<file path="src/rtl/dsk_pkg.sv">
`timescale 1ns/1ps
package dsk_pkg;
    typedef enum logic [2:0] {
        S_IDLE, S_ISSUE, S_WAIT_UPD, S_SETTLE, S_MEASURE, S_EVAL, S_ADVANCE, S_HALT
    } state_e;

    typedef enum logic [2:0] {
        PH_COARSE, PH_FINE, PH_CONFIRM, PH_TRK_STEP, PH_TRK_BASE
    } phase_e;
endpackage

</file>
<file path="src/rtl/dsk_settle_timer.sv">
`timescale 1ns/1ps
module dsk_settle_timer #(
    parameter int W = 8
) (
    input  logic         clk,
    input  logic         rst_n,
    input  logic         load,
    input  logic [W-1:0] load_val,
    input  logic         run,
    output logic         expired
);
    logic [W-1:0] cnt_q;

    always_ff @(posedge clk or negedge rst_n) begin
        if (!rst_n)                  cnt_q <= '0;
        else if (load)               cnt_q <= load_val;
        else if (run && cnt_q != '0) cnt_q <= cnt_q - 1'b1;
    end

    assign expired = (cnt_q == '0);
endmodule

</file>
<file path="src/rtl/dsk_read_avg.sv">
`timescale 1ns/1ps
module dsk_read_avg #(
    parameter int W    = 16,
    parameter int NLOG = 2
) (
    input  logic                clk,
    input  logic                rst_n,
    input  logic                clr,
    input  logic                en,
    input  logic                in_valid,
    input  logic signed [W-1:0] in_val,
    output logic                full,
    output logic signed [W-1:0] avg,
    output logic        [W:0]   spread
);
    localparam int N  = 1 << NLOG;
    localparam int SW = W + NLOG;
    localparam int CW = NLOG + 1;

    logic        [CW-1:0] cnt_q;
    logic signed [SW-1:0] sum_q;
    logic signed [SW-1:0] shifted;
    logic signed [W-1:0]  min_q, max_q;

    assign full = (cnt_q == CW'(N));

    always_ff @(posedge clk or negedge rst_n) begin
        if (!rst_n) begin
            cnt_q <= '0;
            sum_q <= '0;
            min_q <= '0;
            max_q <= '0;
        end else if (clr) begin
            cnt_q <= '0;
            sum_q <= '0;
        end else if (en && in_valid && !full) begin
            cnt_q <= cnt_q + 1'b1;
            sum_q <= sum_q + {{NLOG{in_val[W-1]}}, in_val};
            if (cnt_q == '0) begin
                min_q <= in_val;
                max_q <= in_val;
            end else begin
                if (in_val < min_q) min_q <= in_val;
                if (in_val > max_q) max_q <= in_val;
            end
        end
    end

    assign shifted = sum_q >>> NLOG;
    assign avg     = shifted[W-1:0];
    assign spread  = {max_q[W-1], max_q} - {min_q[W-1], min_q};

    p_count_bounded_r5: assert property (@(posedge clk) disable iff (!rst_n)
        cnt_q <= CW'(N));
endmodule

</file>
<file path="src/rtl/dsk_best_pick.sv">
`timescale 1ns/1ps
module dsk_best_pick #(
    parameter int CODE_W = 6,
    parameter int W      = 16
) (
    input  logic                  clk,
    input  logic                  rst_n,
    input  logic                  clr,
    input  logic                  cand_en,
    input  logic [CODE_W-1:0]     cand_code,
    input  logic signed [W-1:0]   cand_avg,
    input  logic                  load_en,
    input  logic [CODE_W-1:0]     load_code,
    input  logic signed [W-1:0]   load_avg,
    output logic [CODE_W-1:0]     best_code,
    output logic signed [W-1:0]   best_avg
);
    logic has_q;

    function automatic logic [W:0] mag(input logic signed [W-1:0] v);
        logic signed [W:0] e;
        e = {v[W-1], v};
        return (e < 0) ? -e : e;
    endfunction

    always_ff @(posedge clk or negedge rst_n) begin
        if (!rst_n) begin
            has_q     <= 1'b0;
            best_code <= '0;
            best_avg  <= '0;
        end else if (clr) begin
            has_q     <= 1'b0;
            best_code <= '0;
            best_avg  <= '0;
        end else if (load_en) begin
            best_code <= load_code;
            best_avg  <= load_avg;
        end else if (cand_en && (!has_q || mag(cand_avg) < mag(best_avg))) begin
            has_q     <= 1'b1;
            best_code <= cand_code;
            best_avg  <= cand_avg;
        end
    end

    p_best_never_worse_r6: assert property (@(posedge clk) disable iff (!rst_n)
        (cand_en && has_q && !clr && !load_en) |=> mag(best_avg) <= $past(mag(best_avg)));
endmodule

</file>
<file path="src/rtl/deskew_search_ctrl.sv">
`timescale 1ns/1ps
module deskew_search_ctrl #(
    parameter int CODE_W      = 6,
    parameter int METRIC_W    = 16,
    parameter int SETTLE_W    = 8,
    parameter int NREADS_LOG  = 2,
    parameter int COARSE_STEP = 8,
    parameter int STABLE_N    = 3,
    parameter int CONFIRM_MAX = 6
) (
    input  logic                       clk,
    input  logic                       rst_n,
    input  logic                       start,
    input  logic [CODE_W-1:0]          fine_span,
    input  logic [SETTLE_W-1:0]        settle_cycles,
    input  logic [METRIC_W-1:0]        var_limit,
    input  logic signed [METRIC_W-1:0] metric,
    input  logic                       metric_valid,
    input  logic                       upd_done,
    output logic [CODE_W-1:0]          req_code,
    output logic                       req_valid,
    output logic [CODE_W-1:0]          best_code,
    output logic                       done,
    output logic                       fail,
    output logic                       track_fault
);
    import dsk_pkg::*;

    localparam int CODE_MAX = (1 << CODE_W) - 1;
    localparam int CNT_MAX  = (CONFIRM_MAX > STABLE_N) ? CONFIRM_MAX : STABLE_N;
    localparam int CNT_W    = $clog2(CNT_MAX + 1);
    localparam logic [CODE_W:0]   CODE_MAX_X = CODE_MAX[CODE_W:0];
    localparam logic [CODE_W:0]   STEP_X     = COARSE_STEP[CODE_W:0];
    localparam logic [CNT_W-1:0]  STABLE_C   = STABLE_N[CNT_W-1:0];
    localparam logic [CNT_W-1:0]  CONFIRM_C  = CONFIRM_MAX[CNT_W-1:0];

    state_e state_q, state_n;
    phase_e phase_q;

    logic [CODE_W-1:0]          code_q, hi_q;
    logic                       dir_up_q;
    logic [CNT_W-1:0]           stable_q, grp_q;
    logic signed [METRIC_W-1:0] base_q;
    logic                       done_q, fail_q, fault_q;

    logic                       avg_full, avg_clr;
    logic signed [METRIC_W-1:0] avg_val;
    logic        [METRIC_W:0]   avg_spread;
    logic signed [METRIC_W-1:0] best_avg;
    logic                       settle_exp;

    logic                       start_ok, spread_bad;
    logic                       coarse_more, fine_more;
    logic                       conf_ok, conf_reached, conf_timeout;
    logic                       trk_dir_ok, trk_better;
    logic                       go_measure, go_halt;
    logic [CODE_W:0]            coarse_next, b_ext, s_ext, hi_sum;
    logic [CODE_W-1:0]          fine_lo, fine_hi;
    logic signed [METRIC_W:0]   dev;
    logic        [METRIC_W:0]   dev_abs, lim_ext;
    logic                       cand_en, load_en;

    function automatic logic [METRIC_W:0] mag(input logic signed [METRIC_W-1:0] v);
        logic signed [METRIC_W:0] e;
        e = {v[METRIC_W-1], v};
        return (e < 0) ? -e : e;
    endfunction

    function automatic logic [CODE_W-1:0] step_to(input logic [CODE_W-1:0] b, input logic up);
        if (up) return (b == CODE_MAX[CODE_W-1:0]) ? b - 1'b1 : b + 1'b1;
        else    return (b == '0) ? b + 1'b1 : b - 1'b1;
    endfunction

    dsk_settle_timer #(.W(SETTLE_W)) u_settle (
        .clk      (clk),
        .rst_n    (rst_n),
        .load     (state_q == S_WAIT_UPD && upd_done),
        .load_val (settle_cycles),
        .run      (state_q == S_SETTLE),
        .expired  (settle_exp)
    );

    dsk_read_avg #(.W(METRIC_W), .NLOG(NREADS_LOG)) u_avg (
        .clk      (clk),
        .rst_n    (rst_n),
        .clr      (avg_clr),
        .en       (state_q == S_MEASURE),
        .in_valid (metric_valid),
        .in_val   (metric),
        .full     (avg_full),
        .avg      (avg_val),
        .spread   (avg_spread)
    );

    dsk_best_pick #(.CODE_W(CODE_W), .W(METRIC_W)) u_best (
        .clk       (clk),
        .rst_n     (rst_n),
        .clr       (start_ok),
        .cand_en   (cand_en),
        .cand_code (code_q),
        .cand_avg  (avg_val),
        .load_en   (load_en),
        .load_code (code_q),
        .load_avg  (avg_val),
        .best_code (best_code),
        .best_avg  (best_avg)
    );

    // Decision terms shared by next-state and datapath logic
    always_comb begin
        start_ok     = start && (state_q == S_IDLE || state_q == S_HALT);
        lim_ext      = {1'b0, var_limit};
        spread_bad   = avg_spread > lim_ext;
        coarse_next  = {1'b0, code_q} + STEP_X;
        coarse_more  = coarse_next <= CODE_MAX_X;
        b_ext        = {1'b0, best_code};
        s_ext        = {1'b0, fine_span};
        fine_lo      = (b_ext > s_ext) ? best_code - fine_span : '0;
        hi_sum       = b_ext + s_ext;
        fine_hi      = (hi_sum > CODE_MAX_X) ? CODE_MAX[CODE_W-1:0] : hi_sum[CODE_W-1:0];
        fine_more    = code_q < hi_q;
        dev          = {avg_val[METRIC_W-1], avg_val} - {best_avg[METRIC_W-1], best_avg};
        dev_abs      = (dev < 0) ? -dev : dev;
        conf_ok      = dev_abs <= lim_ext;
        conf_reached = conf_ok && (stable_q + 1'b1 == STABLE_C);
        conf_timeout = !conf_reached && (grp_q + 1'b1 == CONFIRM_C);
        trk_dir_ok   = (code_q > best_code) ? (avg_val > base_q) : (avg_val < base_q);
        trk_better   = mag(avg_val) < mag(base_q);
        go_measure   = (phase_q == PH_CONFIRM) && !conf_reached && !conf_timeout;
        go_halt      = ((phase_q == PH_CONFIRM) && conf_timeout)
                    || ((phase_q == PH_TRK_STEP) && !trk_dir_ok);
        avg_clr      = (state_q == S_SETTLE && settle_exp)
                    || (state_q == S_ADVANCE && go_measure);
        cand_en      = (state_q == S_EVAL) && !spread_bad
                    && (phase_q == PH_COARSE || phase_q == PH_FINE);
        load_en      = (state_q == S_ADVANCE) && (phase_q == PH_TRK_STEP)
                    && trk_dir_ok && trk_better;
    end

    // State register
    always_ff @(posedge clk or negedge rst_n) begin
        if (!rst_n) state_q <= S_IDLE;
        else        state_q <= state_n;
    end

    // Next state
    always_comb begin
        state_n = state_q;
        unique case (state_q)
            S_IDLE:     if (start) state_n = S_ISSUE;
            S_ISSUE:    state_n = S_WAIT_UPD;
            S_WAIT_UPD: if (upd_done) state_n = S_SETTLE;
            S_SETTLE:   if (settle_exp) state_n = S_MEASURE;
            S_MEASURE:  if (avg_full) state_n = S_EVAL;
            S_EVAL:     state_n = spread_bad ? S_HALT : S_ADVANCE;
            S_ADVANCE:  state_n = go_halt ? S_HALT : (go_measure ? S_MEASURE : S_ISSUE);
            S_HALT:     if (start) state_n = S_ISSUE;
            default:    state_n = S_IDLE;
        endcase
    end

    // Search datapath
    always_ff @(posedge clk or negedge rst_n) begin
        if (!rst_n) begin
            phase_q  <= PH_COARSE;
            code_q   <= '0;
            hi_q     <= '0;
            dir_up_q <= 1'b1;
            stable_q <= '0;
            grp_q    <= '0;
            base_q   <= '0;
            done_q   <= 1'b0;
            fail_q   <= 1'b0;
            fault_q  <= 1'b0;
        end else if (start_ok) begin
            phase_q  <= PH_COARSE;
            code_q   <= '0;
            dir_up_q <= 1'b1;
            done_q   <= 1'b0;
            fail_q   <= 1'b0;
            fault_q  <= 1'b0;
        end else if (state_q == S_EVAL && spread_bad) begin
            fail_q <= 1'b1;
            done_q <= 1'b0;
        end else if (state_q == S_ADVANCE) begin
            unique case (phase_q)
                PH_COARSE: begin
                    if (coarse_more) begin
                        code_q <= coarse_next[CODE_W-1:0];
                    end else begin
                        phase_q <= PH_FINE;
                        code_q  <= fine_lo;
                        hi_q    <= fine_hi;
                    end
                end
                PH_FINE: begin
                    if (fine_more) begin
                        code_q <= code_q + 1'b1;
                    end else begin
                        phase_q  <= PH_CONFIRM;
                        code_q   <= best_code;
                        stable_q <= '0;
                        grp_q    <= '0;
                    end
                end
                PH_CONFIRM: begin
                    grp_q    <= grp_q + 1'b1;
                    stable_q <= conf_ok ? stable_q + 1'b1 : '0;
                    if (conf_reached) begin
                        done_q  <= 1'b1;
                        base_q  <= avg_val;
                        phase_q <= PH_TRK_STEP;
                        code_q  <= step_to(best_code, dir_up_q);
                    end else if (conf_timeout) begin
                        fail_q <= 1'b1;
                    end
                end
                PH_TRK_STEP: begin
                    if (!trk_dir_ok) begin
                        fault_q <= 1'b1;
                        done_q  <= 1'b0;
                    end else begin
                        phase_q  <= PH_TRK_BASE;
                        code_q   <= trk_better ? code_q : best_code;
                        dir_up_q <= !dir_up_q;
                    end
                end
                PH_TRK_BASE: begin
                    base_q  <= avg_val;
                    phase_q <= PH_TRK_STEP;
                    code_q  <= step_to(best_code, dir_up_q);
                end
                default: phase_q <= PH_COARSE;
            endcase
        end
    end

    // Outputs
    always_comb begin
        req_valid   = (state_q == S_ISSUE);
        req_code    = code_q;
        done        = done_q;
        fail        = fail_q;
        track_fault = fault_q;
    end

    p_req_single_r3: assert property (@(posedge clk) disable iff (!rst_n)
        req_valid |=> !req_valid);
    p_wait_blocks_req_r3: assert property (@(posedge clk) disable iff (!rst_n)
        (state_q == S_WAIT_UPD && !upd_done) |=> !req_valid);
    p_done_excl_r9: assert property (@(posedge clk) disable iff (!rst_n)
        !(done && (fail || track_fault)));
    p_best_frozen_confirm_r9: assert property (@(posedge clk) disable iff (!rst_n)
        (phase_q == PH_CONFIRM && $past(phase_q == PH_CONFIRM)) |-> $stable(best_code));
    p_track_unit_step_r11: assert property (@(posedge clk) disable iff (!rst_n)
        (req_valid && phase_q == PH_TRK_STEP)
            |-> (req_code == best_code + 1'b1 || req_code == best_code - 1'b1));
    p_fail_sticky_r8: assert property (@(posedge clk) disable iff (!rst_n)
        (fail && !start) |=> fail);
endmodule

</file>
<file path="config.mk">
export PLATFORM = sky130hd
export DESIGN_NAME = deskew_search_ctrl
export DESIGN_NICKNAME = d
export VERILOG_FILES = /design/src/rtl/dsk_pkg.sv /design/src/rtl/dsk_settle_timer.sv /design/src/rtl/dsk_read_avg.sv /design/src/rtl/dsk_best_pick.sv /design/src/rtl/deskew_search_ctrl.sv
export SDC_FILE = /design/constraint.sdc
export NUM_CORES = 1
export LEC_CHECK = 0
export BUFFER_PORTS_ARGS = -buffer_cell sky130_fd_sc_hd__buf_2
export CELL_PAD_IN_SITES_DETAIL_PLACEMENT = 1
export CELL_PAD_IN_SITES_GLOBAL_PLACEMENT = 2
export CORE_MARGIN = 5
export CORE_UTILIZATION = 42
export CTS_CLUSTER_SIZE = 14
export DETAILED_ROUTE_END_ITERATION = 10
export PLACE_DENSITY_LB_ADDON = 0.1
export SLEW_MARGIN = 15
export SYNTH_ARGS = -nofsm -noshare
export SYNTH_HDL_FRONTEND = slang
export SYNTH_SLANG_ARGS = --single-unit
export TNS_END_PERCENT = 5
</file>
<file path="constraint.sdc">
create_clock -name clk -period 11.5 [get_ports clk]
set_input_delay 2.3 -clock clk [delete_from_list [all_inputs] [get_ports clk]]
set_output_delay 2.3 -clock clk [all_outputs]
set_load 0.01 [all_outputs]
</file>
==> qor.tcl <==
set qor(status) {complete, no violations}
set qor(critical_path.most_common_cell) {sky130_fd_sc_hd__o21ai_0}
set qor(timing_worst_slew_pin_value_ns) 1.05
set qor(drt-vias-per-instance) 5.67
set qor(synth_compound_gate_area_share_pct) 18.7
set qor(synth_largest_area_cell) {sky130_fd_sc_hd__dfrtp_1}
set qor(synth_xor_xnor_area_share_pct) 7.75
set qor(rr_endpoint) {base_q[5]}
set qor(synth-adder-area-share_pct) 20.0
set qor(syn_inst) 1512
set qor(clock_transition_at_the_registers_of_the_reported_paths_ns) 0.07
set qor(min_from) {u_avg.min_q[11]}
set qor(synth_most_common_cell) {sky130_fd_sc_hd__ha_1}
set qor(gr-usage-all-layers_pct) 22.7
set qor(synth_simple_gate_area_share_pct) 17.0
set qor(worst-endpoint-required_ns) 11.82
set qor(grt_setup_unrepaired) {false}
set qor(cp.buffers_inverters) 1
set qor(maximum_number_of_pins_on_one_net_before_global_route_repair) 90
set qor(overall_via_count_from_detail_route) 11231
set qor(firstDrtPassIters) 5
set qor(nNetsFinal) 1827
set qor(floorplan.initialDensity_pct) 42.5
set qor(timing.critical_path.to_type) {flip-flop}
set qor(maximum_clock_insertion_buffer_count) 2
set qor(post_drt_wl_per_cell_um) 19.4
set qor(gr-total-overflow) 0
set qor(clk_latency_ns) 0.44
set qor(part_of_the_cycle_the_worst_path_needs_pct) 58.6
set qor(timing.hold.worst_path_depth) 1
set qor(worstSetupPathType) {flip-flop to flip-flop}
set qor(ys_warn_count) 0
set qor(synth_top_family_by_area) {adder cells}
set qor(setup_tns_ns) 0
set qor(timing.max_cap.violations) 0
set qor(placement.io_buffers) 66
set qor(seq_area_frac_synth_pct) 24.6
set qor(drt_iter0_drc) 482
set qor(worst_r2r_startpoint) {u_avg.sum_q[2]}
set qor(unique_masters_post_synth) 87
set qor(reg2reg_slack_ns) 4.76
set qor(synth_area_leaders) {sky130_fd_sc_hd__dfrtp_1 (24%), sky130_fd_sc_hd__ha_1 (19%), sky130_fd_sc_hd__xnor2_1 (5.9%), sky130_fd_sc_hd__nand2_1 (3.9%), sky130_fd_sc_hd__inv_1 (3.7%)}
set qor(number_of_enable_type_register_cells_in_the_synthesized_netlist) 0
set qor(holdPathEnd) {u_avg.min_q[11]}
set qor(dieArea_mm2) 0.0346
set qor(antennaDiodeCount) 0
set qor(tritoncts.num_buffers) 17
set qor(clock.fmax_mhz) 148
set qor(ctsResizeCount) 0
set qor(critical_path.startpoint_type) {flip-flop}
set qor(synthesis.area_mm2) 0.0130
set qor(core_area_mm2) 0.0306
set qor(ys.flop_type) {sky130_fd_sc_hd__dfrtp_1}
set qor(die_w_um) 186
set qor(crit_slowest_cell) {sky130_fd_sc_hd__nor3_4}
set qor(fin_worst_hold_slack_ns) 0.488
set qor(max_stage_delay_ns) 0.90
set qor(timing.critical_path.fanout_max) 16
set qor(number_of_antenna_violations_at_the_first_check_in_global_routing) 0
set qor(hold_viol) 0
set qor(clock-skew-final_ns) 0.0131
set qor(area_delta_synth_final_pct) 10.2
set qor(critical_path_cell_by_cell) {inv_1 > ha_1 > fa_1 > nand2b_1 > a21oi_2 > o221a_4 > a2111oi_2 > o21a_1 > nor2_1 > o21bai_1 > o21ai_0 > xnor2_1 > ha_1 > a211oi_1 > o21ai_0 > a21oi_1 > o211ai_1 > o21ai_1 > o21ai_0 > nor3_4 > mux2_2}
set qor(report.final.slew_viol_count) 0
set qor(floorplan.die.height_um) 186
set qor(timing.slew.headroom_pct) 29.9
set qor(synth.ff_latch_count) 128
set qor(worstHoldPathType) {flip-flop to flip-flop}
set qor(placement_rows) 64
set qor(cts_tree) {built}
set qor(cts.sinks) 128
set qor(r2r_cells) 21
set qor(gp_routability_congestion) 0.897
set qor(share_of_post_route_cells_with_drive_strength_above_1_pct) 11.2
set qor(cts-root-buf) {sky130_fd_sc_hd__clkbuf_16}
set qor(design.portCount) 67
set qor(drt-total-wl_um) 38300
set qor(dp_hpwl_um) 30800
set qor(grt_first_pass_wirelength_um) 62500
set qor(grt_pass1_vias) 11819
set qor(period_minus_slack_ns) 6.74
set qor(syn_area_per_cell_um2) 8.60
set qor(critical_path.top_delay_family) {compound AO/OA/AOI/OAI gates}
set qor(ys_async_sr_fraction_pct) 100
set qor(critical_path_arrival_ns) 7.06
set qor(report.final.setup_viol) 0
set qor(muxShareOfSynthArea_pct) 6.76
set qor(ant_nets) 0
set qor(post_cts_hold_buffer_count) 0
set qor(synth_common_cells) {sky130_fd_sc_hd__ha_1 (200), sky130_fd_sc_hd__nand2_1 (136), sky130_fd_sc_hd__inv_1 (129)}
set qor(synth_top_area_share_pct) 24.4
set qor(cts_post_setup_buffers_inserted) 0
set qor(drc) 0
set qor(htree_levels) 4
-- logic make-up (layout without fill, tap and decap cells) --
| group | count (synthesis) | in the layout |
|---|---|---|
| buffers and inverters | 168 | 238 |
| AOI/OAI and AO/OA | 369 | 369 |
| and+or+nand+nor | 446 | 446 |
| DFF | 128 | 128 |
| muxes | 79 | 79 |
| other | 2 | 4 |
| adders and majority gates | 205 | 205 |
| xor gates and xnor gates | 115 | 115 |
-- area by class of cell --
cell class | instances | area (um^2)
fillers | 3710 | 16300
multi-input cells | 1218 | 9160
flip-flops and latches | 128 | 3200
well taps | 396 | 495
inverters | 130 | 488
clock buffers | 20 | 457
repair buffers | 76 | 412
clock inverters | 12 | 109
-- stage by stage --
step | setup slack (ns) | instance area (um^2) | util, % | instances
global route | 4.28 | 14300 | 46.8 | 1980
global placement | 5.04 | 13800 | 45.0 | 1948
CTS | 4.69 | 14300 | 46.8 | 1980
detailed placement | 4.74 | 13800 | 45.0 | 1948
floorplan | 6.45 | 13000 | - | 1514
finish | 4.76 | 14300 | 46.8 | 1980
-- state kept, by name, indices dropped and copies added (netlist names) --
signal / flops
u_avg.sum_q: 18
base_q: 16
u_avg.max_q: 16
u_avg.min_q: 16
u_best.best_avg: 16
u_settle.cnt_q: 8
hi_q: 6
req_code: 6
u_best.best_code: 6
grp_q: 3
phase_q: 3
stable_q: 3
state_q: 3
u_avg.cnt_q: 3
dir_up_q: 1
done: 1
fail: 1
track_fault: 1
u_best.has_q: 1
-- per-layer routing --
metal	track usage [%]	part of all wire, %	wire [um]
met5	0	0	0
met4	4.75	1.5	569
met3	3.26	2.2	856
met2	38.0	47	18100
met1	31.2	49	18800
-- placed cells by master, fill, tap and decap left out, types with 6 or more instances in the layout --
cell type	instances
sky130_fd_sc_hd__dfrtp_1	127
sky130_fd_sc_hd__or3_1	14
sky130_fd_sc_hd__or2_2	8
sky130_fd_sc_hd__and3_1	10
sky130_fd_sc_hd__and4_1	7
sky130_fd_sc_hd__nor2b_1	28
sky130_fd_sc_hd__o21ai_0	89
sky130_fd_sc_hd__a21oi_1	88
sky130_fd_sc_hd__buf_4	10
sky130_fd_sc_hd__nor3_1	24
sky130_fd_sc_hd__o31ai_1	15
sky130_fd_sc_hd__mux2_4	8
sky130_fd_sc_hd__nand4_1	17
sky130_fd_sc_hd__o41ai_1	6
sky130_fd_sc_hd__nand2b_1	27
sky130_fd_sc_hd__nor2_1	109
sky130_fd_sc_hd__ha_1	200
sky130_fd_sc_hd__mux2_2	32
sky130_fd_sc_hd__nand2_1	136
sky130_fd_sc_hd__nor4_1	7
sky130_fd_sc_hd__o211ai_1	11
sky130_fd_sc_hd__o21a_1	24
sky130_fd_sc_hd__mux2_1	7
sky130_fd_sc_hd__inv_1	129
sky130_fd_sc_hd__xnor2_1	87
sky130_fd_sc_hd__mux2i_1	32
sky130_fd_sc_hd__nand3_1	32
sky130_fd_sc_hd__xor2_1	28
sky130_fd_sc_hd__buf_2	65
sky130_fd_sc_hd__a31oi_1	11
sky130_fd_sc_hd__clkbuf_16	17
sky130_fd_sc_hd__a211oi_1	11
sky130_fd_sc_hd__a21o_1	42
-- worst max-delay path by stage --
| stage | startpoint | end | slack (ns) | depth (start not counted) |
|---|---|---|---|---|
| after floorplan | u_avg.sum_q[2] | base_q[10] | 6.45 | 23 |
| after global placement | u_avg.sum_q[2] | base_q[5] | 5.04 | 21 |
| after detailed placement | u_avg.sum_q[2] | base_q[2] | 4.74 | 21 |
| after CTS | u_avg.sum_q[2] | base_q[2] | 4.69 | 21 |
| after global routing | u_avg.sum_q[2] | base_q[5] | 4.28 | 20 |
| final | u_avg.sum_q[2] | base_q[5] | 4.76 | 21 |
Power is left out: the tool's default activity adds up to more than one toggle a clock period on the data nets, which glitch-free logic cannot reach.
